### src/rtl/scl_rate_gen.sv
`timescale 1ns/1ps
module scl_rate_gen #(
  parameter int DIV_W  = 3,
  parameter int GAP_W  = 6,
  parameter int COMP_W = 6
) (
  input  logic                     clk_i,
  input  logic                     rst_ni,
  input  logic                     cfg_wr_i,
  input  logic [DIV_W+GAP_W-1:0]   cfg_data_i,
  input  logic [COMP_W-1:0]        comp_f_i,
  input  logic                     run_i,
  input  logic                     scl_in_i,
  output logic                     scl_low_o,
  output logic                     scl_high_o,
  output logic                     sda_chg_o,
  output logic                     sda_smp_o
);
  localparam int CFG_W = DIV_W + GAP_W;
  localparam int PW    = GAP_W + 5;

  logic [CFG_W-1:0]  cfg_pend, cfg_act;
  logic [COMP_W-1:0] f_act;
  logic [DIV_W-1:0]  pre;
  logic [PW-1:0]     cnt;
  logic              hi;

  wire [DIV_W-1:0] div    = cfg_act[DIV_W-1:0];
  wire [GAP_W-1:0] gap    = cfg_act[CFG_W-1:DIV_W];
  wire [PW-1:0]    period = PW'(20) + (PW'(gap) << 3) + PW'(f_act);
  wire [PW-1:0]    len_lo = (period + PW'(1)) >> 1;
  wire [PW-1:0]    len_hi = period - len_lo;

  wire stall = hi & ~scl_in_i;
  wire tick  = run_i & ~stall & (pre == div);
  wire last  = hi ? (cnt == len_hi - PW'(1)) : (cnt == len_lo - PW'(1));

  always_ff @(posedge clk_i or negedge rst_ni) begin
    if (!rst_ni) begin
      cfg_pend <= '0;
      cfg_act  <= '0;
      f_act    <= '0;
      pre      <= '0;
      cnt      <= '0;
      hi       <= 1'b0;
    end else begin
      if (cfg_wr_i) cfg_pend <= cfg_data_i;
      if (!run_i) begin
        cfg_act <= cfg_pend;
        f_act   <= comp_f_i;
        pre     <= '0;
        cnt     <= '0;
        hi      <= 1'b0;
      end else if (!stall) begin
        pre <= (pre == div) ? '0 : pre + DIV_W'(1);
        if (tick) begin
          if (last) begin
            cnt <= '0;
            hi  <= ~hi;
          end else begin
            cnt <= cnt + PW'(1);
          end
        end
      end
    end
  end

  assign scl_low_o  = run_i & ~hi;
  assign scl_high_o = run_i & hi;
  assign sda_chg_o  = tick & ~hi & (cnt == (len_lo >> 1));
  assign sda_smp_o  = tick & hi & (cnt == (len_hi >> 1));
endmodule


### config.mk
export PLATFORM = sky130hd
export DESIGN_NAME = scl_rate_gen
export DESIGN_NICKNAME = d
export VERILOG_FILES = /design/src/rtl/scl_rate_gen.sv
export SDC_FILE = /design/constraint.sdc
export NUM_CORES = 1
export LEC_CHECK = 0
export BUFFER_PORTS_ARGS = -buffer_cell sky130_fd_sc_hd__buf_2
export CAP_MARGIN = 20
export CORE_MARGIN = 5
export CORE_UTILIZATION = 50
export CTS_BUF_LIST = sky130_fd_sc_hd__clkbuf_16
export DETAILED_ROUTE_END_ITERATION = 12
export PLACE_DENSITY = 0.8
export REMOVE_ABC_BUFFERS = 1
export SETUP_SLACK_MARGIN = 0.2
export SLEW_MARGIN = 40
export SYNTH_ARGS = -nofsm -noshare
export SYNTH_HDL_FRONTEND = slang
export SYNTH_SLANG_ARGS = --single-unit
### constraint.sdc
create_clock -name clk_i -period 4.8 [get_ports clk_i]
set_input_delay 0.96 -clock clk_i [delete_from_list [all_inputs] [get_ports clk_i]]
set_output_delay 0.96 -clock clk_i [all_outputs]
set_load 0.02 [all_outputs]
## Yosys cells after proc, flatten, opt, wreduce, memory -nomap -nowiden

Cells that the tools add are included.

| word-level totals | value |
|---|---|
| output and inout port bits | 4 |
| input port bits | 20 |
| logic and storage cells | 48 |
| register bits after elaboration | 39 |

| operators by class | value |
|---|---|
| bitwise logic cells | 12 |
| add/sub/neg operators | 8 |
| eq/ne operators | 8 |
| reductions and logical operators | 2 |
| mux-type cells | 12 |

Operators with widths:

| kind | number |
|---|---|
| $mux 11 | 4 |
| $add 11x1->11 const B | 2 |
| $eq 11x11->1 | 2 |
| $add 10x6->11 | 1 |
| $eq 11x10->1 | 1 |
| $eq 11x9->1 | 1 |
| $sub 10x1->11 const B | 1 |
| $sub 11x1->11 const B | 1 |
| $sub 11x10->11 | 1 |
| $add 5x9->10 const A | 1 |
| $and 1x1->1 | 9 |
| $mux 3 | 3 |
| $mux 1 | 5 |
| $ne 2x1->1 const B | 2 |
| $add 3x1->3 const B | 1 |
| $eq 3x3->1 | 1 |
| $not 1->1 | 3 |
| $reduce_and 3->1 | 1 |
| $ne 2x2->1 const B | 1 |
| $reduce_and 2->1 | 1 |

## Longest topological paths before layout

Gate-level depths: netlist of run 1.

| depth | value |
|---|---|
| word-level depth | 11 |
| gate-level depth with buffers | 21 |

## Least setup slack after synthesis of run 1

Ideal clock, no wire load.

| timing path | value |
|---|---|
| path kind | register -> output |
| start | reg cfg_act[3] |
| end | out sda_smp_o |
| arrival time | 4.209 ns |
| path buffers | 0 |
| stages on the path, launching flop included | 18 |
| setup slack | -0.369 ns |
| cells stage by stage | dfrtp_1 > ha_1 > ha_1 > inv_1 > fa_1 > xor2_2 > or4_4 > nor3_4 > xor2_2 > inv_1 > ha_1 > a21o_1 > a31o_2 > nor2_1 > mux2i_1 > xnor2_1 > nor4_1 > and3_1 |

| between the ends | value |
|---|---|
| cells in the longest elaborated chain, start to end | 6 |

RTL lines:

| element | RTL line | RTL |
|---|---|---|
| start, declared | 22 | `logic [CFG_W-1:0] cfg_pend, cfg_act;` |
| start signal, assigned | 49 | `cfg_act <= cfg_pend;` |
| $add 5x9->10 (*) | 30 | `wire [PW-1:0] period = PW'(20) + (PW'(gap) << 3) + PW'(f_act);` |
| $add 10x6->11 (*) | 30 |  |
| $add 11x1->11 | 31 | `wire [PW-1:0] len_lo = (period + PW'(1)) >> 1;` |
| $sub 11x10->11 (*) | 32 | `wire [PW-1:0] len_hi = period - len_lo;` |
| $eq 11x10->1 (*) | 71 | `assign sda_smp_o = tick & hi & (cnt == (len_hi >> 1));` |
| $and 1x1->1 (*) | 71 |  |
| end, declared | 17 | `output logic sda_smp_o` |

Every way passes the cells marked *; elsewhere a longest branch is shown, timed or not.

## Worst setup path after layout of run 1

Ends and elaborated chain as after synthesis.

==> results of run 1 <==
[what timing repair did]
item	4_1_cts	5_1_grt
cloned	0	0
pin swaps	24	29
setup buffers	12	10
endpoints found under the setup margin	13	14
gates resized for setup	46	31
[cells in the mapped netlist (all sizes together), types with 2 or more instances]
library cell  count
o22ai             3
inv              24
nand2b            5
a31oi             3
a211o             3
mux2i             3
o21a              3
mux2             26
a221o             2
ha               22
nor2             27
nand2            34
buf               3
xnor2            40
a21boi            3
dfrtp            39
nor4b             3
o21ai            11
or4               3
nand3             4
nor4              6
and3              6
and2              4
a21oi            19
o31ai             2
a211oi            2
nand3b            4
or2               5
fa                2
nand4             9
a21o              3
xor2             19
nor3             10
nor2b             4
clkbuf           13
[state kept, by name (all words and copies together), names as in the netlist]
name,cells
cnt,11
pre,3
hi,1
cfg_pend,9
f_act,6
cfg_act,9
[layer usage]
layer / global-route usage [%] / share of wire (%) / vias up / routed length, µm
met1: 29.7 / 41 / 1633 / 4310
met2: 36.9 / 50 / 152 / 5230
met5: 0 / 0 / - / 0
li1: - / - / 1537 / -
met4: 7.45 / 2.9 / 0 / 297
met3: 3.67 / 5.4 / 25 / 566
[power by group]
part           leakage (nW)  total [mW]  switching (mW)  internal [mW]
clock network        0.0649       0.321           0.132          0.189
registers             0.488       0.395          0.0335          0.361
logic                  1.54        2.34            1.15           1.20
[metrics by stage]
stage               power [mW]  cells  setup WS (ps)
floorplan                 1.45    370           -369
global placement          1.98    547           -366
detailed placement        2.03    547           -463
CTS                       2.71    567           -559
global route              3.24    577           -741
finish                    3.06    577           -583
[logic make-up after synthesis]
kind of cell,after synthesis
AND/OR/NAND/NOR,129
XOR/XNOR,60
adder cells (fa/ha/maj),24
multiplexers,29
flip-flops,39
AO/OA/AOI/OAI,64
buffers and inverters,40
other,1
[placed cells by master, fill, tap and decap left out, drive strengths merged, types with 4 or more instances in the layout]
cell type and n:
buf 103, xnor2 40, dfrtp 39, nand2 34, nor2 27, mux2 26
inv 24, ha 22, xor2 19, a21oi 19, o21ai 11, nor3 10
nand4 9, and3 6, nor4 6, nand2b 5, clkbuf 5, or2 5
nand3 4, nor2b 4, and2 4, nand3b 4
[path summary, 6_finish.rpt]
kind                                  start           to  cells past startpoint
worst max-delay path             cfg_act[3]    sda_smp_o                     23
worst min register to register  cfg_pend[2]  cfg_pend[2]                      1
worst max register to register   cfg_act[3]           hi                     23
max in group asynchronous            rst_ni       cnt[0]                      1
min in group asynchronous            rst_ni  cfg_pend[3]                      1
worst min-delay path            cfg_pend[2]  cfg_pend[2]                      1
[area by class of cell]
class / count / area (µm²)
clock inverters: 3 / 15.0
multi-input cells: 307 / 2750
fillers: 480 / 2060
flip-flops and latches: 39 / 976
repair buffers: 103 / 762
clock buffers: 5 / 125
inverters: 24 / 95.1
well taps: 96 / 120
==> flow_metrics.tcl, run 1 <==
set metrics [dict create \
    synth_mux_area_share_pct 9.00 \
    synth-compound-area-share_pct 13.2 \
    num_io_pins 24 \
    grt.overflow.total 0 \
    drtPass1Iterations 6 \
    cpMaxStageDelayCell "sky130_fd_sc_hd__dfrtp_1" \
    layout-area-overhead-vs-synth_pct 35.0 \
    timing.critical_path.required_ps 3840 \
    clock-skew-final_ps 6.63 \
    ys_async_sr_fraction_pct 100 \
    max_freq_mhz 186 \
    final_core_utilization_pct 70.1 \
    synth-adder-area-share_pct 8.79 \
    synth_area_per_cell_um2 9.29 \
    numClockSinks 39 \
    die_area_um2 8970 \
    synth_largest_area_cell "sky130_fd_sc_hd__dfrtp_1" \
    via_count_of_the_first_global_routing_pass 3298 \
    timing.final.ws_setup_ps -583 \
    max_cap_viol_count 0 \
    place_congestion 0.936 \
    worstSetupPathType "reg2out" \
    yosys.area_share.simple_pct 20.8 \
    coreArea_um2 6910 \
    tritoncts "yes" \
    synth_top_family_by_area "simple AND/OR/NAND/NOR gates" \
    fin_nets 524 \
    min_period_ps 5380 \
    floorplan.initialDensity_pct 51.9 \
    crit_family "adder cells" \
    grt_first_pass_wirelength_um 15800 \
    timing.critical_path.cells "ha_4 > ha_4 > inv_2 > fa_2 > xor2_4 > buf_6 > buf_6 > inv_4 > buf_6 > nand4_1 > o221ai_4 > inv_2 > ha_4 > nand2_2 > a211o_1 > buf_6 > a32oi_4 > a21o_1 > a21oi_2 > xnor2_1 > nor4_1 > and3_4 > buf_6" \
    failed_checks "setup timing" \
    placement.io_buffers 23 \
    routed_wire_length_per_instance_um 18.0 \
    cts_max_level 2 \
    worst_hold_path_type "reg2reg" \
    postPlaceCellArea_um2 4160 \
    fraction_of_layout_cells_with_a_size_suffix_above_1_pct 43.7 \
    num_rows 30 \
    place.detailed.hpwl_um 6390 \
    final.hold.worst_slack_ps 501 \
    drt_iter0_markers 335 \
    transition_time_at_the_pin_with_the_least_slew_margin_ps 819 \
    grt_max_degree 40 \
    post_synth_main_area_contributors "sky130_fd_sc_hd__dfrtp_1 (27%), sky130_fd_sc_hd__xnor2_1 (9.5%), sky130_fd_sc_hd__mux2_2 (7.8%)" \
    post-route-cell-area_um2 4840 \
    ant_nets 0 \
    powerDensity_nw_per_um2 632 \
    crit_path_max_fanout 4 \
    die_w_um 94.7 \
    clock_tree.buffer_depth 2 \
    clkTransAtPathRegs_ps 60 \
    critPathMaxStageDelay_ps 410 \
    clock_network_latency_to_the_later_pin_of_the_worst_skew_pair_ps 280 \
    capturing_element_type_of_the_critical_path "output port" \
    timing.critical_path.mode_cell "sky130_fd_sc_hd__buf_6" \
    yosysSeqAreaShare_pct 27.2 \
    post_drt_via_cell_ratio 5.80 \
    antenna_cells 0 \
    groute.usage.overall_pct 22.4 \
    timing.final.setup_violations 13 \
    finalHoldViolations 0 \
    vias 3347 \
    fin_crit_sh_pct 112 \
    post_synth_xor_area_fraction_pct 15.7 \
    rsz0062_at_grt "true" \
    grt_antenna_before_repair 0 \
    cp-start-kind "register" \
    outcome "finished with violations" \
    yosys_synthesis_warning_count 0 \
    timing.critical_path.arrival_ps 4420 \
    timing.reg2reg.setup_slack_ps -450 \
    yosysUniqueCellTypes 76 \
    p_leak_nw 2.09 \
    die_height_um 94.7 \
    yosys_register_bits 39 \
    synth-edff-count 0 \
    cts-hold-fix-buffers 0 \
    setup_tns_ps -5300 \
    synth_area_um2 3590 \
    ir_worst_vdd_mv 0.366 \
    postSynthCellCount 386 \
    clock_tree.root_cell "sky130_fd_sc_hd__clkbuf_16" \
    tritoncts.num_buffers 5 \
    netlist.area_leader.share_pct 27.2 \
    post-route-drc-count 0 \
    detail_route.wirelength_um 10400 \
    path_buf_inv 8 \
    dominantRegCellSynth "sky130_fd_sc_hd__dfrtp_1" \
    final_max_slew_viol_count 0 \
    slew-limit-headroom_pct 45.4 \
]
No activity file was read; power rests on OpenSTA's default activity.
==> run 2, diff against run 1 <==
Settings changed: ABC_AREA from default to 1.
==> run 2 against run 1 <==
Against the previous run:
- critical endpoint unchanged
- die area grew 1.5%
- cell area down 3.6%
- highest routed layer unchanged
- global-route usage up 0.32 points
- the flow now finishes without violations
- clock skew is 2.1 ps higher
- power is 29% lower
==> flow_metrics.tcl, run 2 <==
set metrics [dict create \
    outcome "finished, final reports clean" \
    path_buf_inv 3 \
    detail_route.wirelength_um 9620 \
    internal_power_mw 1.15 \
    synth-edff-count 0 \
    switchingPower_mw 1.02 \
    capturing_element_type_of_the_critical_path "output port" \
    ant_nets 0 \
    num_io_pins 24 \
    clkTransAtPathRegs_ps 60 \
    fraction_of_layout_cells_with_a_size_suffix_above_1_pct 27.5 \
    swShare_pct 47.1 \
    layout-area-overhead-vs-synth_pct 28.0 \
    grt.overflow.total 0 \
    cpMaxStageDelayCell "sky130_fd_sc_hd__fa_2" \
    drt_iter0_markers 218 \
    num_rows 31 \
    synth_largest_area_cell "sky130_fd_sc_hd__dfrtp_1" \
    coreArea_um2 7180 \
    grt_first_pass_wirelength_um 16400 \
    timing.critical_path.mode_cell "sky130_fd_sc_hd__nor2_1" \
    clock_power_share_pct 18.1 \
    largest_regs "cnt (11), cfg_act (9), cfg_pend (9)" \
    clock_tree.buffer_depth 2 \
    total_power_mw 2.17 \
    via_count_of_the_first_global_routing_pass 3702 \
    final_max_slew_viol_count 0 \
    post-route-cell-area_um2 4670 \
    post_drt_via_cell_ratio 5.22 \
    floorplan.initialDensity_pct 50.8 \
    timing.final.setup_violations 0 \
    critPathMaxStageDelay_ps 450 \
    netlist.area_leader.share_pct 26.8 \
    yosys_register_bits 39 \
    clock_network_latency_to_the_later_pin_of_the_worst_skew_pair_ps 290 \
    worstSetupPathType "reg2out" \
    powerDensity_nw_per_um2 465 \
    min_period_ps 4740 \
    place_congestion 0.975 \
    dominantRegCellSynth "sky130_fd_sc_hd__dfrtp_1" \
    die_w_um 95.4 \
    finalHoldViolations 0 \
    commonest_non_fill_non_tap_cells_in_the_layout "sky130_fd_sc_hd__nand2_1 (160), sky130_fd_sc_hd__inv_1 (70), sky130_fd_sc_hd__nand3_1 (57)" \
    clock_tree.root_cell "sky130_fd_sc_hd__clkbuf_16" \
    worst_hold_path_type "reg2reg" \
    comb_power_share_pct 63.2 \
    synth_most_common_cell "sky130_fd_sc_hd__nand2_1" \
    synth_area_um2 3650 \
    r2r-start "cfg_act[3]" \
    grt_max_degree 40 \
    yosys_synthesis_warning_count 0 \
    fin_nets 665 \
    crit_family "simple AND/OR/NAND/NOR gates" \
    p_leak_nw 2.36 \
    tritoncts.num_buffers 5 \
    timing.critical_path.arrival_ps 3780 \
    placement.io_buffers 23 \
    crit_path_max_fanout 6 \
    post_synth_main_area_contributors "sky130_fd_sc_hd__dfrtp_1 (27%), sky130_fd_sc_hd__nand2_1 (19%), sky130_fd_sc_hd__nand3_1 (8.8%)" \
    regMostFlops "cnt" \
    ys_async_sr_fraction_pct 100 \
    cp-start-kind "register" \
    postSynthCellCount 565 \
    tritoncts "yes" \
    synth_area_per_cell_um2 6.46 \
    synth.top_cells.by_count "sky130_fd_sc_hd__nand2_1 (184), sky130_fd_sc_hd__inv_1 (79), sky130_fd_sc_hd__nand3_1 (64), sky130_fd_sc_hd__dfrtp_1 (39), sky130_fd_sc_hd__o21ai_0 (31)" \
    yosysUniqueCellTypes 39 \
    die_area_um2 9100 \
    routed_wire_length_per_instance_um 13.3 \
    drtPass1Iterations 5 \
    place.detailed.hpwl_um 6740 \
    cts_max_level 2 \
    setup_tns_ps 0 \
    clock-skew-final_ps 8.71 \
    die_height_um 95.4 \
    power.share.sequential_pct 18.7 \
    max_cap_viol_count 0 \
    vias 3764 \
    hold_start "cfg_act[4]" \
    numClockSinks 39 \
    timing.critical_path.required_ps 3840 \
    yosysSeqAreaShare_pct 26.8 \
    ir_worst_vdd_mv 0.299 \
    timing.critical_path.cells "ha_4 > ha_4 > inv_2 > fa_2 > nor2_1 > nand3_1 > nor2_1 > nand3_1 > nand2_2 > nand2_4 > ha_4 > nand2_2 > nand2_2 > inv_2 > nor2_1 > nor2_1 > nand3_1 > nand2_1 > nand2_1 > xor2_1 > nor4_1 > buf_2" \
    antenna_cells 0 \
    max_freq_mhz 211 \
    startpoint "cfg_act[3]" \
    post-route-drc-count 0 \
    postPlaceCellArea_um2 3890 \
    cts-hold-fix-buffers 0 \
    groute.usage.overall_pct 22.7 \
    grt_antenna_before_repair 0 \
    fin_crit_sh_pct 98.7 \
    transition_time_at_the_pin_with_the_least_slew_margin_ps 785 \
    most_frequent_standard_cell_in_the_layout_excluding_fill_and_tap_cells "sky130_fd_sc_hd__nand2_1" \
    timing.reg2reg.setup_slack_ps 210 \
    rsz0062_at_grt "true" \
    largest_reg_flops 11 \
    slew-limit-headroom_pct 47.7 \
]
==> run 2: changes by cell type after synthesis, moves of 9 or more <==
| cell | before | now |
|---|---|---|
| sky130_fd_sc_hd__a21oi_1 | 15 | 6 |
| sky130_fd_sc_hd__mux2_2 | 25 | 0 |
| sky130_fd_sc_hd__xnor2_1 | 39 | 6 |
| sky130_fd_sc_hd__nor2_2 | 1 | 14 |
| sky130_fd_sc_hd__o21ai_0 | 10 | 31 |
| sky130_fd_sc_hd__nand3_1 | 4 | 64 |
| sky130_fd_sc_hd__nand2_1 | 34 | 184 |
| sky130_fd_sc_hd__nand2_2 | 0 | 10 |
| sky130_fd_sc_hd__inv_1 | 23 | 79 |
==> run 2: logic make-up (layout without fill, tap and decap cells) <==
logic type	after synthesis	in the layout	share of synthesized area, %
and+or+nand+nor	327	327	39.7
buffers and inverters	97	154	10.5
AOI/OAI and AO/OA	48	48	7.38
DFF	39	39	26.8
xor gates and xnor gates	29	29	6.96
adders and majority gates	24	24	8.64
other	1	1	0.103
==> run 2: through the flow <==
stage / std cells / utilization [%] / setup WS (ps) / hold WS (ps)
floorplan: 555 / - / 99.3 / 447
global placement: 684 / 54.2 / 118 / 468
detailed placement: 684 / 54.3 / 84.5 / 473
CTS: 714 / 62.4 / 151 / 488
global route: 721 / 65.1 / -92.2 / 543
finish: 721 / 65.1 / 64.6 / 485
==> run 2: power groups by stage <==
stage / Combinational [mW] / Clock, mW / Sequential [mW]
2_1_floorplan: 0.783 / 0 / 0.397
3_3_place_gp: 0.995 / 0 / 0.406
3_5_place_dp: 1.01 / 0 / 0.408
4_1_cts: 1.25 / 0.397 / 0.403
5_1_grt: 1.53 / 0.414 / 0.411
6_report: 1.37 / 0.394 / 0.406
==> run 2: layout make-up <==
cell class | count | area (µm²)
Clock inverter | 3 | 47.5
Inverter | 87 | 338
Fill cell | 628 | 2510
Multi-Input combinational cell | 429 | 2650
Sequential cell | 39 | 976
Timing Repair Buffer | 58 | 402
Timing Repair inverter | 1 | 6.26
Tap cell | 99 | 124
Clock buffer | 5 | 125
==> run 2: worst paths after layout <==
path / cells past startpoint / endpoint
max: 22 / sda_smp_o
min: 2 / cfg_act[4]
max reg2reg: 31 / cnt[5]
min reg2reg: 2 / cfg_act[4]
max in group asynchronous: 1 / cnt[10]
min in group asynchronous: 1 / cfg_pend[1]
==> run 2: worst min-delay path, delay by kind of cell (launching register included) <==
kind             cells  cell delay [ps]
AO/OA/AOI/OAI        1               60
AND/OR/NAND/NOR      1               50
flip-flops           1              340
==> run 2: metal layers <==
| layer | track usage, % | part of all wire [%] | vias up |
|---|---|---|---|
| met1 | 28.4 | 45 | 1740 |
| met4 | 7.35 | 1.7 | 0 |
| met5 | 0 | 0 | - |
| met3 | 3.95 | 4.5 | 18 |
| met2 | 39.5 | 49 | 101 |
| li1 | - | - | 1905 |
==> run 2: repair_timing <==
item	CTS	global route
gates cloned	0	1
pin swaps	25	27
setup buffers	22	6
endpoints found under the setup margin	1	14
gates resized for setup	58	38
==> run 3, diff against run 2 <==
Settings changed: CORE_UTILIZATION 50 to 40, PLACE_DENSITY 0.8 to 0.69.
==> run 3 against run 2 <==
Against the previous run:
- critical path depth decreased by 1
- first-iteration DRC count decreased by 25%
- flip-flop and latch count unchanged
- maximum frequency decreased by 0.74%
- final cell count increased by 3.3%
- non-clock buffer count increased by 15
- global-route usage decreased by 4.7 points
- setup slack got worse by 35 ps
- sequential power about the same
==> flow_metrics.tcl, run 3 (synthesis results as in run 2) <==
set metrics [dict create \
    outcome "finished, final reports clean" \
    cts_max_level 2 \
    max_freq_mhz 210 \
    clock_tree.buffer_depth 2 \
    reg2regPathDepth 33 \
    final_max_slew_viol_count 0 \
    place_congestion 0.872 \
    startpoint "cfg_act[3]" \
    fin_crit_sh_pct 99.4 \
    tritoncts.num_buffers 5 \
    placement.io_buffers 23 \
    grt_first_pass_wirelength_um 16900 \
    total_power_mw 2.41 \
    power.share.sequential_pct 16.8 \
    drtPass1Iterations 5 \
    clock_tree.root_cell "sky130_fd_sc_hd__clkbuf_16" \
    clock_power_share_pct 16.4 \
    regMostFlops "cnt" \
    commonest_non_fill_non_tap_cells_in_the_layout "sky130_fd_sc_hd__nand2_1 (153), sky130_fd_sc_hd__inv_1 (66), sky130_fd_sc_hd__nand3_1 (55)" \
    fin_nets 680 \
    via_count_of_the_first_global_routing_pass 3802 \
    r2r-start "cfg_act[3]" \
    p_leak_nw 2.46 \
    powerDensity_nw_per_um2 489 \
    num_rows 34 \
    routed_wire_length_per_instance_um 14.1 \
    critPathMaxStageDelay_ps 450 \
    worst_hold_path_type "reg2reg" \
    worstSetupPathType "reg2out" \
    most_frequent_standard_cell_in_the_layout_excluding_fill_and_tap_cells "sky130_fd_sc_hd__nand2_1" \
    timing.critical_path.cells "ha_4 > ha_4 > inv_2 > fa_2 > inv_2 > nand2_2 > nor2_4 > nand3_4 > buf_6 > nand2_4 > ha_4 > a21oi_4 > buf_4 > nand2_1 > nand2_1 > nand3_1 > nand2_2 > nand2_2 > xor2_1 > nor4_1 > buf_2" \
    num_io_pins 24 \
    crit_path_max_fanout 5 \
    timing.critical_path.arrival_ps 3810 \
    post_drt_via_cell_ratio 5.21 \
    internal_power_mw 1.26 \
    clock-skew-final_ps 5.72 \
    floorplan.initialDensity_pct 41.4 \
    cp-start-kind "register" \
    crit-reg2reg-capture "cnt[5]" \
    hold_start "cfg_act[4]" \
    holdPathStages 2 \
    vias 3883 \
    swShare_pct 47.7 \
    min_period_ps 4770 \
    largest_regs "cnt (11), cfg_act (9), cfg_pend (9)" \
    tritoncts "yes" \
    transition_time_at_the_pin_with_the_least_slew_margin_ps 783 \
    final.hold.worst_slack_ps 484 \
    timing.final.setup_violations 0 \
    clkTransAtPathRegs_ps 60 \
    comb_power_share_pct 66.8 \
    switchingPower_mw 1.15 \
    ant_nets 0 \
    die_area_um2 11100 \
    grt_max_degree 40 \
    cts-hold-fix-buffers 0 \
    max_cap_viol_count 0 \
    drt_iter0_markers 164 \
    fraction_of_layout_cells_with_a_size_suffix_above_1_pct 32.2 \
    cpMaxStageDelayCell "sky130_fd_sc_hd__fa_2" \
    layout-area-overhead-vs-synth_pct 35.0 \
    die_w_um 105 \
    grt_antenna_before_repair 0 \
    coreArea_um2 8810 \
    post-route-drc-count 0 \
    capturing_element_type_of_the_critical_path "output port" \
    die_height_um 105 \
    ir_worst_vdd_mv 0.184 \
    timing.reg2reg.setup_slack_ps 220 \
    timing.critical_path.required_ps 3840 \
    antenna_cells 0 \
    rsz0062_at_grt "true" \
    largest_reg_flops 11 \
    clock_network_latency_to_the_later_pin_of_the_worst_skew_pair_ps 290 \
    detail_route.wirelength_um 10500 \
    numClockSinks 39 \
    grt.overflow.total 0 \
    finalHoldViolations 0 \
    fill_cells 766 \
    min_to "cfg_act[4]" \
    place.detailed.hpwl_um 6850 \
    slew-limit-headroom_pct 47.8 \
    groute.usage.overall_pct 18.0 \
]
[run 3: critical path: cells and delay by family (launching register included)]
kind            cells  cell delay, ps
compound gates      1             160
xor+xnor            1             140
fa+ha+maj           4            1100
buf+inv             5             640
flops               1             410
simple gates       10            1040
[run 3: final cells by class]
class	count	area, µm²	share of cell area (%)
Inverter	87	338	6.86
Sequential cell	39	976	19.8
Multi-Input combinational cell	429	2760	56.1
Timing Repair Buffer	73	534	10.9
Clock inverter	3	47.5	0.966
Clock buffer	5	125	2.54
Tap cell	108	135	2.74
Timing Repair inverter	1	6.26	0.127
[run 3: worst max path at each step]
stage                endpoint  slack (ps)
detailed placement  sda_smp_o          60
global route        sda_smp_o        -160
global placement    sda_smp_o         140
floorplan           sda_smp_o         100
finish              sda_smp_o          30
CTS                 sda_smp_o         150
[run 3: metrics by stage]
| step | setup slack [ps] | TNS [ps] | cell area (µm²) | util [%] | instances |
|---|---|---|---|---|---|
| after floorplan | 99.3 | 0 | 3600 | - | 555 |
| after global placement | 145 | 0 | 3910 | 44.4 | 694 |
| after detailed placement | 64.0 | 0 | 3910 | 44.4 | 694 |
| after CTS | 155 | 0 | 4590 | 52.1 | 733 |
| after global routing | -162 | -216 | 4920 | 55.9 | 745 |
| final | 29.4 | 0 | 4920 | 55.9 | 745 |
[run 3: per-layer routing]
metal	GRT usage, %	up-vias	wire length (µm)	share of wire, %
met5	0	-	0	0
met4	5.27	0	199	1.9
met3	2.38	19	445	4.2
met2	30.8	115	5190	49
met1	23.8	1820	4660	44
li1	-	1929	-	-
[run 3: what timing repair did]
item,CTS,global route
endpoints found under the setup margin,1,14
resized for setup,65,63
gates cloned,0,1
buffers inserted,31,11
pin swaps,32,42
[run 3: power groups by stage]
stage / Clock (mW) / Combinational, mW / Sequential (mW)
CTS: 0.398 / 1.31 / 0.403
finish: 0.395 / 1.61 / 0.405
global placement: 0 / 0.993 / 0.407
floorplan: 0 / 0.783 / 0.397
global route: 0.417 / 1.75 / 0.411
detailed placement: 0 / 1.01 / 0.408
